--- src/rtl/cadc_pkg.sv ---
package cadc_pkg;

  localparam int DEF_BITS = 12;

  typedef enum logic [1:0] {
    DIG_NEG  = 2'b00,
    DIG_ZERO = 2'b01,
    DIG_POS  = 2'b10,
    DIG_BAD  = 2'b11
  } dig_code_e;

  // signed value of one three-level decision; the illegal code counts as zero
  function automatic int digit_val(input logic [1:0] c);
    case (c)
      DIG_NEG:  return -1;
      DIG_POS:  return 1;
      default:  return 0;
    endcase
  endfunction

  function automatic logic is_bad(input logic [1:0] c);
    return (c == DIG_BAD);
  endfunction

  // slot k < nsteps carries 2^(nsteps-1-k); the final coarse slot carries 1
  function automatic int digit_weight(input int k, input int nsteps);
    if (k < nsteps) return 1 << (nsteps - 1 - k);
    return 1;
  endfunction

  function automatic int code_offset(input int nbits);
    return 1 << (nbits - 1);
  endfunction

  function automatic int sat_code(input int s, input int nbits);
    int top;
    top = (1 << nbits) - 1;
    if (s < 0)   return 0;
    if (s > top) return top;
    return s;
  endfunction

endpackage

--- src/rtl/cadc_seq_ctrl.sv ---
module cadc_seq_ctrl #(
  parameter int N_DIG = 12,
  parameter int CNT_W = $clog2(N_DIG + 1)
) (
  input  logic             clk,
  input  logic             rst_n,
  input  logic             soc_i,
  input  logic             dig_vld_i,
  output logic             accept_o,
  output logic             last_o,
  output logic [CNT_W-1:0] cnt_o
);

  logic             busy_q;
  logic [CNT_W-1:0] cnt_q;

  // a start strobe wins over a digit in the same cycle
  assign accept_o = busy_q & dig_vld_i & ~soc_i;
  assign last_o   = accept_o & (cnt_q == CNT_W'(N_DIG - 1));
  assign cnt_o    = cnt_q;

  always_ff @(posedge clk or negedge rst_n) begin
    if (!rst_n) begin
      busy_q <= 1'b0;
      cnt_q  <= '0;
    end else if (soc_i) begin
      busy_q <= 1'b1;
      cnt_q  <= '0;
    end else if (accept_o) begin
      cnt_q <= cnt_q + 1'b1;
      if (last_o) busy_q <= 1'b0;
    end
  end

endmodule

--- src/rtl/cadc_digit_store.sv ---
module cadc_digit_store
  import cadc_pkg::*;
#(
  parameter int N_DIG = 12,
  parameter int CNT_W = $clog2(N_DIG + 1)
) (
  input  logic                  clk,
  input  logic                  rst_n,
  input  logic                  soc_i,
  input  logic                  accept_i,
  input  logic [CNT_W-1:0]      cnt_i,
  input  logic [1:0]            dig_i,
  output logic [N_DIG-1:0][1:0] view_o
);

  for (genvar k = 0; k < N_DIG; k++) begin : g_slot
    logic [1:0] slot_q;
    logic       hit;

    assign hit = accept_i & (cnt_i == CNT_W'(k));

    always_ff @(posedge clk or negedge rst_n) begin
      if (!rst_n)       slot_q <= DIG_ZERO;
      else if (soc_i)   slot_q <= DIG_ZERO;
      else if (hit)     slot_q <= dig_i;
    end

    // the digit arriving now is seen at once so the last one needs no extra cycle
    assign view_o[k] = hit ? dig_i : slot_q;
  end

endmodule

--- src/rtl/cadc_rsd_adder.sv ---
module cadc_rsd_adder
  import cadc_pkg::*;
#(
  parameter int N_BITS  = DEF_BITS,
  parameter int N_STEPS = N_BITS - 1,
  parameter int N_DIG   = N_STEPS + 1
) (
  input  logic [N_DIG-1:0][1:0] view_i,
  output logic [N_BITS-1:0]     code_o
);

  int term [N_DIG];
  int sum;
  int clipped;

  for (genvar k = 0; k < N_DIG; k++) begin : g_term
    assign term[k] = digit_val(view_i[k]) * digit_weight(k, N_STEPS);
  end

  always_comb begin
    sum = code_offset(N_BITS);
    for (int k = 0; k < N_DIG; k++) sum = sum + term[k];
    clipped = sat_code(sum, N_BITS);
  end

  assign code_o = clipped[N_BITS-1:0];

endmodule

--- src/rtl/cadc_digit_combiner.sv ---
module cadc_digit_combiner
  import cadc_pkg::*;
#(
  parameter int N_BITS = DEF_BITS,
  localparam int N_STEPS = N_BITS - 1,
  localparam int N_DIG   = N_STEPS + 1,
  localparam int CNT_W   = $clog2(N_DIG + 1)
) (
  input  logic              clk,
  input  logic              rst_n,
  input  logic              soc_i,
  input  logic              dig_vld_i,
  input  logic [1:0]        dig_i,
  output logic [N_BITS-1:0] result_o,
  output logic              done_o,
  output logic              code_err_o
);

  logic                  accept_w;
  logic                  last_w;
  logic [CNT_W-1:0]      cnt_w;
  logic [N_DIG-1:0][1:0] view_w;
  logic [N_BITS-1:0]     raw_code_w;

  logic [N_BITS-1:0]     result_q;
  logic                  done_q;
  logic                  err_q;

  cadc_seq_ctrl #(.N_DIG(N_DIG), .CNT_W(CNT_W)) u_ctrl (
    .clk       (clk),
    .rst_n     (rst_n),
    .soc_i     (soc_i),
    .dig_vld_i (dig_vld_i),
    .accept_o  (accept_w),
    .last_o    (last_w),
    .cnt_o     (cnt_w)
  );

  cadc_digit_store #(.N_DIG(N_DIG), .CNT_W(CNT_W)) u_store (
    .clk      (clk),
    .rst_n    (rst_n),
    .soc_i    (soc_i),
    .accept_i (accept_w),
    .cnt_i    (cnt_w),
    .dig_i    (dig_i),
    .view_o   (view_w)
  );

  cadc_rsd_adder #(.N_BITS(N_BITS), .N_STEPS(N_STEPS), .N_DIG(N_DIG)) u_add (
    .view_i (view_w),
    .code_o (raw_code_w)
  );

  always_ff @(posedge clk or negedge rst_n) begin
    if (!rst_n) begin
      result_q <= '0;
      done_q   <= 1'b0;
      err_q    <= 1'b0;
    end else begin
      done_q <= last_w;
      if (last_w) result_q <= raw_code_w;
      if (soc_i)                            err_q <= 1'b0;
      else if (accept_w && is_bad(dig_i))   err_q <= 1'b1;
    end
  end

  assign result_o   = result_q;
  assign done_o     = done_q;
  assign code_err_o = err_q;

endmodule

--- config.mk ---
export PLATFORM = sky130hd
export DESIGN_NAME = cadc_digit_combiner
export DESIGN_NICKNAME = d
export VERILOG_FILES = /design/src/rtl/cadc_pkg.sv /design/src/rtl/cadc_seq_ctrl.sv /design/src/rtl/cadc_digit_store.sv /design/src/rtl/cadc_rsd_adder.sv /design/src/rtl/cadc_digit_combiner.sv
export SDC_FILE = /design/constraint.sdc
export NUM_CORES = 1
export LEC_CHECK = 0
export BUFFER_PORTS_ARGS = -buffer_cell sky130_fd_sc_hd__buf_4
export CORE_ASPECT_RATIO = 1.25
export CORE_MARGIN = 2
export CORE_UTILIZATION = 66
export DETAILED_ROUTE_END_ITERATION = 12
export MAX_ROUTING_LAYER = met4
export PLACE_DENSITY = 0.93
export SKIP_LAST_GASP = 1
export SLEW_MARGIN = 20
export SYNTH_ARGS = -nofsm -noshare
export SYNTH_HDL_FRONTEND = slang
export SYNTH_SLANG_ARGS = --single-unit
--- constraint.sdc ---
create_clock -name clk -period 13.8 [get_ports clk]
set_input_delay 0 -clock clk [delete_from_list [all_inputs] [get_ports clk]]
set_output_delay 0 -clock clk [all_outputs]
set_load 0.05 [all_outputs]
[Word level (Yosys, flattened, before mapping)]
Cells that the tools add are included.
Cells by class
  add/subtract/negate cells: 13
  magnitude comparators: 2
  equal/unequal tests: 24
  mux-type cells: 49
  bitwise gates (word level): 15
  reductions and logical operators: 18
Operator list (count)
  adder 32 bit: 11
  case mux 32 bit (2 select lines): 2
  case mux 31 bit (2 select lines): 1
  case mux 30 bit (2 select lines): 1
  case mux 29 bit (2 select lines): 1
  case mux 28 bit (2 select lines): 1
  case mux 27 bit (2 select lines): 1
  case mux 26 bit (2 select lines): 1
  case mux 25 bit (2 select lines): 1
  two-way mux 2 bit: 24
  case mux 24 bit (2 select lines): 1
  case mux 23 bit (2 select lines): 1
  case mux 22 bit (2 select lines): 1
  two-way mux 12 bit: 3
  adder 13 x 32 -> 32 bit (first input constant): 1
  > comparator 32 x 13 -> 1 bit (second input constant): 1
  less-than comparator 32 x 1 -> 1 bit (second input constant): 1
  == test 2 bit (second input constant): 13
  zero test 2 bit: 12
  == test 4 x 3 -> 1 bit (second input constant): 4
  == test 4 bit (second input constant): 4
  bitwise AND 1 bit: 14
  == test 4 x 2 -> 1 bit (second input constant): 2
  two-way mux 1 bit: 8
  8 further kinds: 11
Word-level totals
  register bits: 43
  input bits: 6
  logic and storage cells: 138

[Depth between registers and ports, before layout]
  depth after elaboration: 23
  gate-level depth with buffers: 28
  gate-level depth less buffers: 27

[Modules after synthesis]
From an unflattened synthesis, not the netlist that was laid out.
Second synthesis, totals
  cells, all modules: 473
  area total of the unflattened synthesis: 4792.1 um^2
By module, submodules not included
  cadc_rsd_adder: times used 1, cells each 295, area an instance 2578.7 um^2, sequential area each 0.0 um^2
  cadc_digit_store: times used 1, cells each 126, area an instance 1428.9 um^2, sequential area each 615.6 um^2
  cadc_digit_combiner: times used 1, cells each 29, area an instance 544.3 um^2, sequential area each 350.3 um^2
  cadc_seq_ctrl: times used 1, cells each 23, area an instance 240.2 um^2, sequential area each 125.1 um^2

[Worst setup path before layout]
Ideal clock, no wire load.
  path kind: flip-flop to flip-flop
  start: register u_ctrl.busy_q
  end: register result_q[1], in the netlist result_o[1]
  arrival: 6.617 ns
  required time: 13.674 ns
  setup slack: 7.057 ns
  cell stages (with the launch flop): 24
  path buffers: 1
  cells stage by stage: dfrtp_1 -> nand2_1 -> nor2_2 -> nand2_1 -> nor2_1 -> mux2i_1 -> nand2_1 -> fa_1 -> fa_1 -> inv_1 -> ha_1 -> a21oi_1 -> xor2_1 -> ha_1 -> fa_1 -> ha_1 -> a21o_1 -> a21oi_2 -> a21oi_2 -> o31ai_2 -> mux2_4 -> o41a_1 -> buf_6 -> a221o_1
On the way
  word-level cells in the longest chain between the ends: 23
Ends and longest elaborated chain
  start: declaration: RTL line cadc_seq_ctrl.sv:14  | logic busy_q;
  start signal: assignment: RTL line cadc_seq_ctrl.sv:24  | busy_q <= 1'b0;
  start signal: assignment: RTL line cadc_seq_ctrl.sv:27  | busy_q <= 1'b1;
  start signal: assignment: RTL line cadc_seq_ctrl.sv:31  | if (last_o) busy_q <= 1'b0;
  bitwise AND 1 bit (*) (2 in series): RTL line cadc_seq_ctrl.sv:18  | assign accept_o = busy_q & dig_vld_i & ~soc_i;
  bitwise AND 1 bit: RTL line cadc_digit_store.sv:20  | assign hit = accept_i & (cnt_i == CNT_W'(k));
  two-way mux 2 bit: RTL line cadc_digit_store.sv:29  | assign view_o[k] = hit ? dig_i : slot_q;
  == test 2 bit or zero test 2 bit (tied branches): RTL line cadc_pkg.sv:14  | case (c)
  case mux 22 bit (2 select lines): RTL line cadc_pkg.sv:14
  adder 13 x 32 -> 32 bit: RTL line cadc_rsd_adder.sv:22  | for (int k = 0; k < N_DIG; k++) sum = sum + term[k];
  adder 32 bit (11 in series): RTL line cadc_rsd_adder.sv:22
  > comparator 32 x 13 -> 1 bit: RTL line cadc_pkg.sv:39  | if (s > top) return top;
  two-way mux 1 bit (2 in series): RTL line cadc_pkg.sv:39
  two-way mux 12 bit: RTL line cadc_pkg.sv:40  | return s;
  two-way mux 12 bit: RTL line cadc_pkg.sv:39
  end signal: assignment: RTL line cadc_digit_combiner.sv:61  | if (last_w) result_q <= raw_code_w;
  end: declaration: RTL line cadc_digit_combiner.sv:25  | logic [N_BITS-1:0] result_q;
Every way passes the cells marked *; elsewhere a longest branch is shown, timed or not. The select of a mux whose other input is x is not followed.
A chain may end at the register's enable or synchronous reset.

[Worst setup path after layout]
  start: register u_ctrl.busy_q
  end: register result_q[0], in the netlist result_o[0]
Same word-level chain as after synthesis.

==> metrics.yaml <==
pwr:
  p_sw_frac: 0.2923
  ir_drop_mv: 0.05258
  power_uw: 290.5
  leakagePower_nw: 2.480
  p_sw_uw: 84.91
  power_density_mw_per_mm2: 63.23
  clockPowerShare: 0.344
  seqPwrFrac: 0.443
  combPwrFrac: 0.213
  p_int_uw: 205.6
global_route:
  grt_pass1_wl_um: 14970
  grt_max_degree: 44
  grt_util_all_layers: 0.2720
  grt_overflow: 0
  grt_pass1_vias: 3290
  grt_antenna_before_repair: 0
yosys:
  yosys.area.top_type: "fa_1"
  synth_fp_nets: 514
  synth-edff-count: 0
  synthArstFlopShare: 1.000
  synth-seq-cells: 43
  synth.most_common_cell: "inv_1"
  ys_types: 49
  synth_ff_type: "dfrtp_1"
  synthCells: 413
  ys_seq_area_frac: 0.2555
  netlist_area_mm2: 0.004270
  ys_top_cells_by_area: "fa_1 21%, dfrtp_1 18%, ha_1 15%"
  synthTopCellsByCount: "71 x inv_1, 50 x ha_1, 45 x fa_1"
  yosys_warnings: 0
  netlist.area_leader.share: 0.2110
  avgSynthCellArea_um2: 10.34
placement:
  place_area_mm2: 0.004472
  placed_cells: 510
  gp_congestion: 0.9035
  hpwl_um: 6962
  pre_cts_ws_ns: 6.207
  port_buffers: 19
sta:
  max_freq_mhz: 130.2
  period_needed_ns: 7.682
  hold_viol: 0
  whs_ns: 0.008202
  finalCritPeriodShare: 0.5566
  worst_slack_ns: 6.118
  finalSetupViolCount: 0
  finClkSkew_ns: 0.007512
  rsz0062_at_grt: "false"
  setup-tns-final_ns: 0
  max_slew.worst_pin.slew_ns: 0.5439
  slew_headroom: 0.6348
  drv_slew: 0
clock_tree:
  cts_setup_buffers: 0
  clkTransAtPathRegs_ns: 0.08
  clock_path_buffers: 2
  clkLatencyLatePin_ns: 0.30
  numCtsBuffers: 5
  h-tree-depth: 2
  cts_tree: "built"
  numClockSinks: 43
  cts-root-buf: "clkbuf_8"
detailed_routing:
  drt_iter0_drc: 144
  highest_layer: "met4"
  via_per_inst: 5.827
  wl_met1_um: 3422
  wl_per_cell_um: 16.75
  drt_pass1_iterations: 4
  wirelength_um: 8692
  ant_nets: 0
  vias: 3024
  wl_met2_um: 4701
  drc_errors: 0
  wl_met3_um: 230
critical_path:
  cp-start-kind: "register"
  crit_fanout: 16
  crit_required_ns: 13.99
  cp.arrival_ns: 7.87
  cp-end-kind: "register"
  r2r_start: "u_ctrl.busy_q"
  ff2ff_path_depth: 21
  crit_type: "reg2reg"
  r2r_slack_ns: 6.12
  r2r-end: "result_o[0]"
finish:
  fin_nets: 534
  num_antenna_cells: 0
  final.fill_count: 368
  drive_gt1_frac: 0.1313
  fin_cells: 519
  stdcell_area_mm2: 0.004594
  area_growth_pct: 7.589
  utilization: 0.7403
die:
  start_util: 0.6881
  io_pins: 20
  coreArea_mm2: 0.006206
  die-area_mm2: 0.007134
  die_width_um: 75.95
  core.rowCount: 32
  die_h_um: 93.93
worst_hold_path:
  hold_end: "u_ctrl.cnt_o[1]"
  min_path_type: "in2reg"
  hold_start: "dig_vld_i"
  hold_path_depth: 3
flow_run:
  maxCapViolations: 0
run_status:
  outcome: "finished clean"
==> sequential cells by signal, summed over array words and instances (netlist names) <==
register	flops
u_store.g_slot.slot_q	24
result_o	12
u_ctrl.cnt_o	4
code_err_o	1
done_o	1
u_ctrl.busy_q	1
==> metal layers <==
metal,GRT usage,vias up
met4,0.1348,0
met5,-,-
met1,0.3052,1530
met3,0.03269,32
met2,0.4859,70
li1,-,1392
==> what timing repair did <==
item | in CTS | in global routing
resized for setup | 0 | 0
hold buffers | 1 | 0
endpoints found under the setup margin | 0 | 0
hold endpoints to repair | 31 | 0
==> critical path: stages, from the launching register on <==
cell and delay, ns:
dfrtp_1 0.41, nand2_1 0.14, nor2_2 0.31, nand3_2 0.37, mux2i_1 0.39, and2_1 0.20, inv_1 0.12, fa_1 0.83
fa_1 0.59, xnor2_1 0.52, xnor2_1 0.22, xor2_1 0.21, ha_1 0.31, fa_1 0.48, ha_1 0.38, a21o_1 0.21
a21oi_2 0.19, a21oi_2 0.10, o31ai_2 0.29, mux2_4 0.33, o41a_1 0.59, a221o_2 0.35
==> layout make-up <==
type,count,area (um2),area share
inverters,71,266.5,0.05801
flip-flops and latches,43,1091,0.2375
clock inverters,3,43.79,0.009532
clock buffers,5,68.82,0.01498
repair buffers,21,160.2,0.03486
multi-input cells,291,2858,0.6220
well taps,85,106.4,0.02315
==> power groups by stage <==
stage	Combinational (mW)	Sequential [mW]	Clock (mW)
4_1_cts	0.0622	0.129	0.100
6_report	0.0620	0.129	0.0999
2_1_floorplan	0.0448	0.131	0
5_1_grt	0.0701	0.129	0.106
3_5_place_dp	0.0613	0.131	0
3_3_place_gp	0.0590	0.131	0
==> cells in the final DEF (no fill, tap or decap), types with 2 or more instances in the layout <==
master	n
dfstp_2	12
a21oi_2	2
xor2_1	9
a221oi_1	2
buf_4	20
o21bai_1	4
a21o_2	2
nor3_1	2
dfrtp_1	31
ha_1	50
and2_1	4
clkbuf_8	5
a221o_2	2
a221o_1	10
o21ai_0	2
nand2_1	20
nand2b_1	15
fa_1	45
nor2_1	36
and2b_2	3
nand3_1	8
a21oi_1	11
o21ai_1	2
mux2i_1	24
xnor2_1	12
a311oi_1	2
a21o_1	5
inv_1	71
==> worst max-delay path by stage <==
stage,start,end,slack [ns],cells past startpoint
2_1_floorplan,u_ctrl.busy_q,result_o[1],7.06,23
3_3_place_gp,u_ctrl.busy_q,result_o[0],6.61,23
3_5_place_dp,u_ctrl.busy_q,result_o[0],6.21,21
4_1_cts,u_ctrl.busy_q,result_o[0],6.15,21
5_1_grt,u_ctrl.busy_q,result_o[0],5.61,21
6_report,u_ctrl.busy_q,result_o[0],6.12,21
==> logic make-up after synthesis <==
kind of cell	share of synthesized area
AND/OR/NAND/NOR	0.1093
buffers and inverters	0.07530
flip-flops	0.2555
AO/OA/AOI/OAI	0.09963
multiplexers	0.05977
XOR/XNOR	0.04307
adder cells (fa/ha/maj)	0.3575
Power figures use the tool's default switching activity.
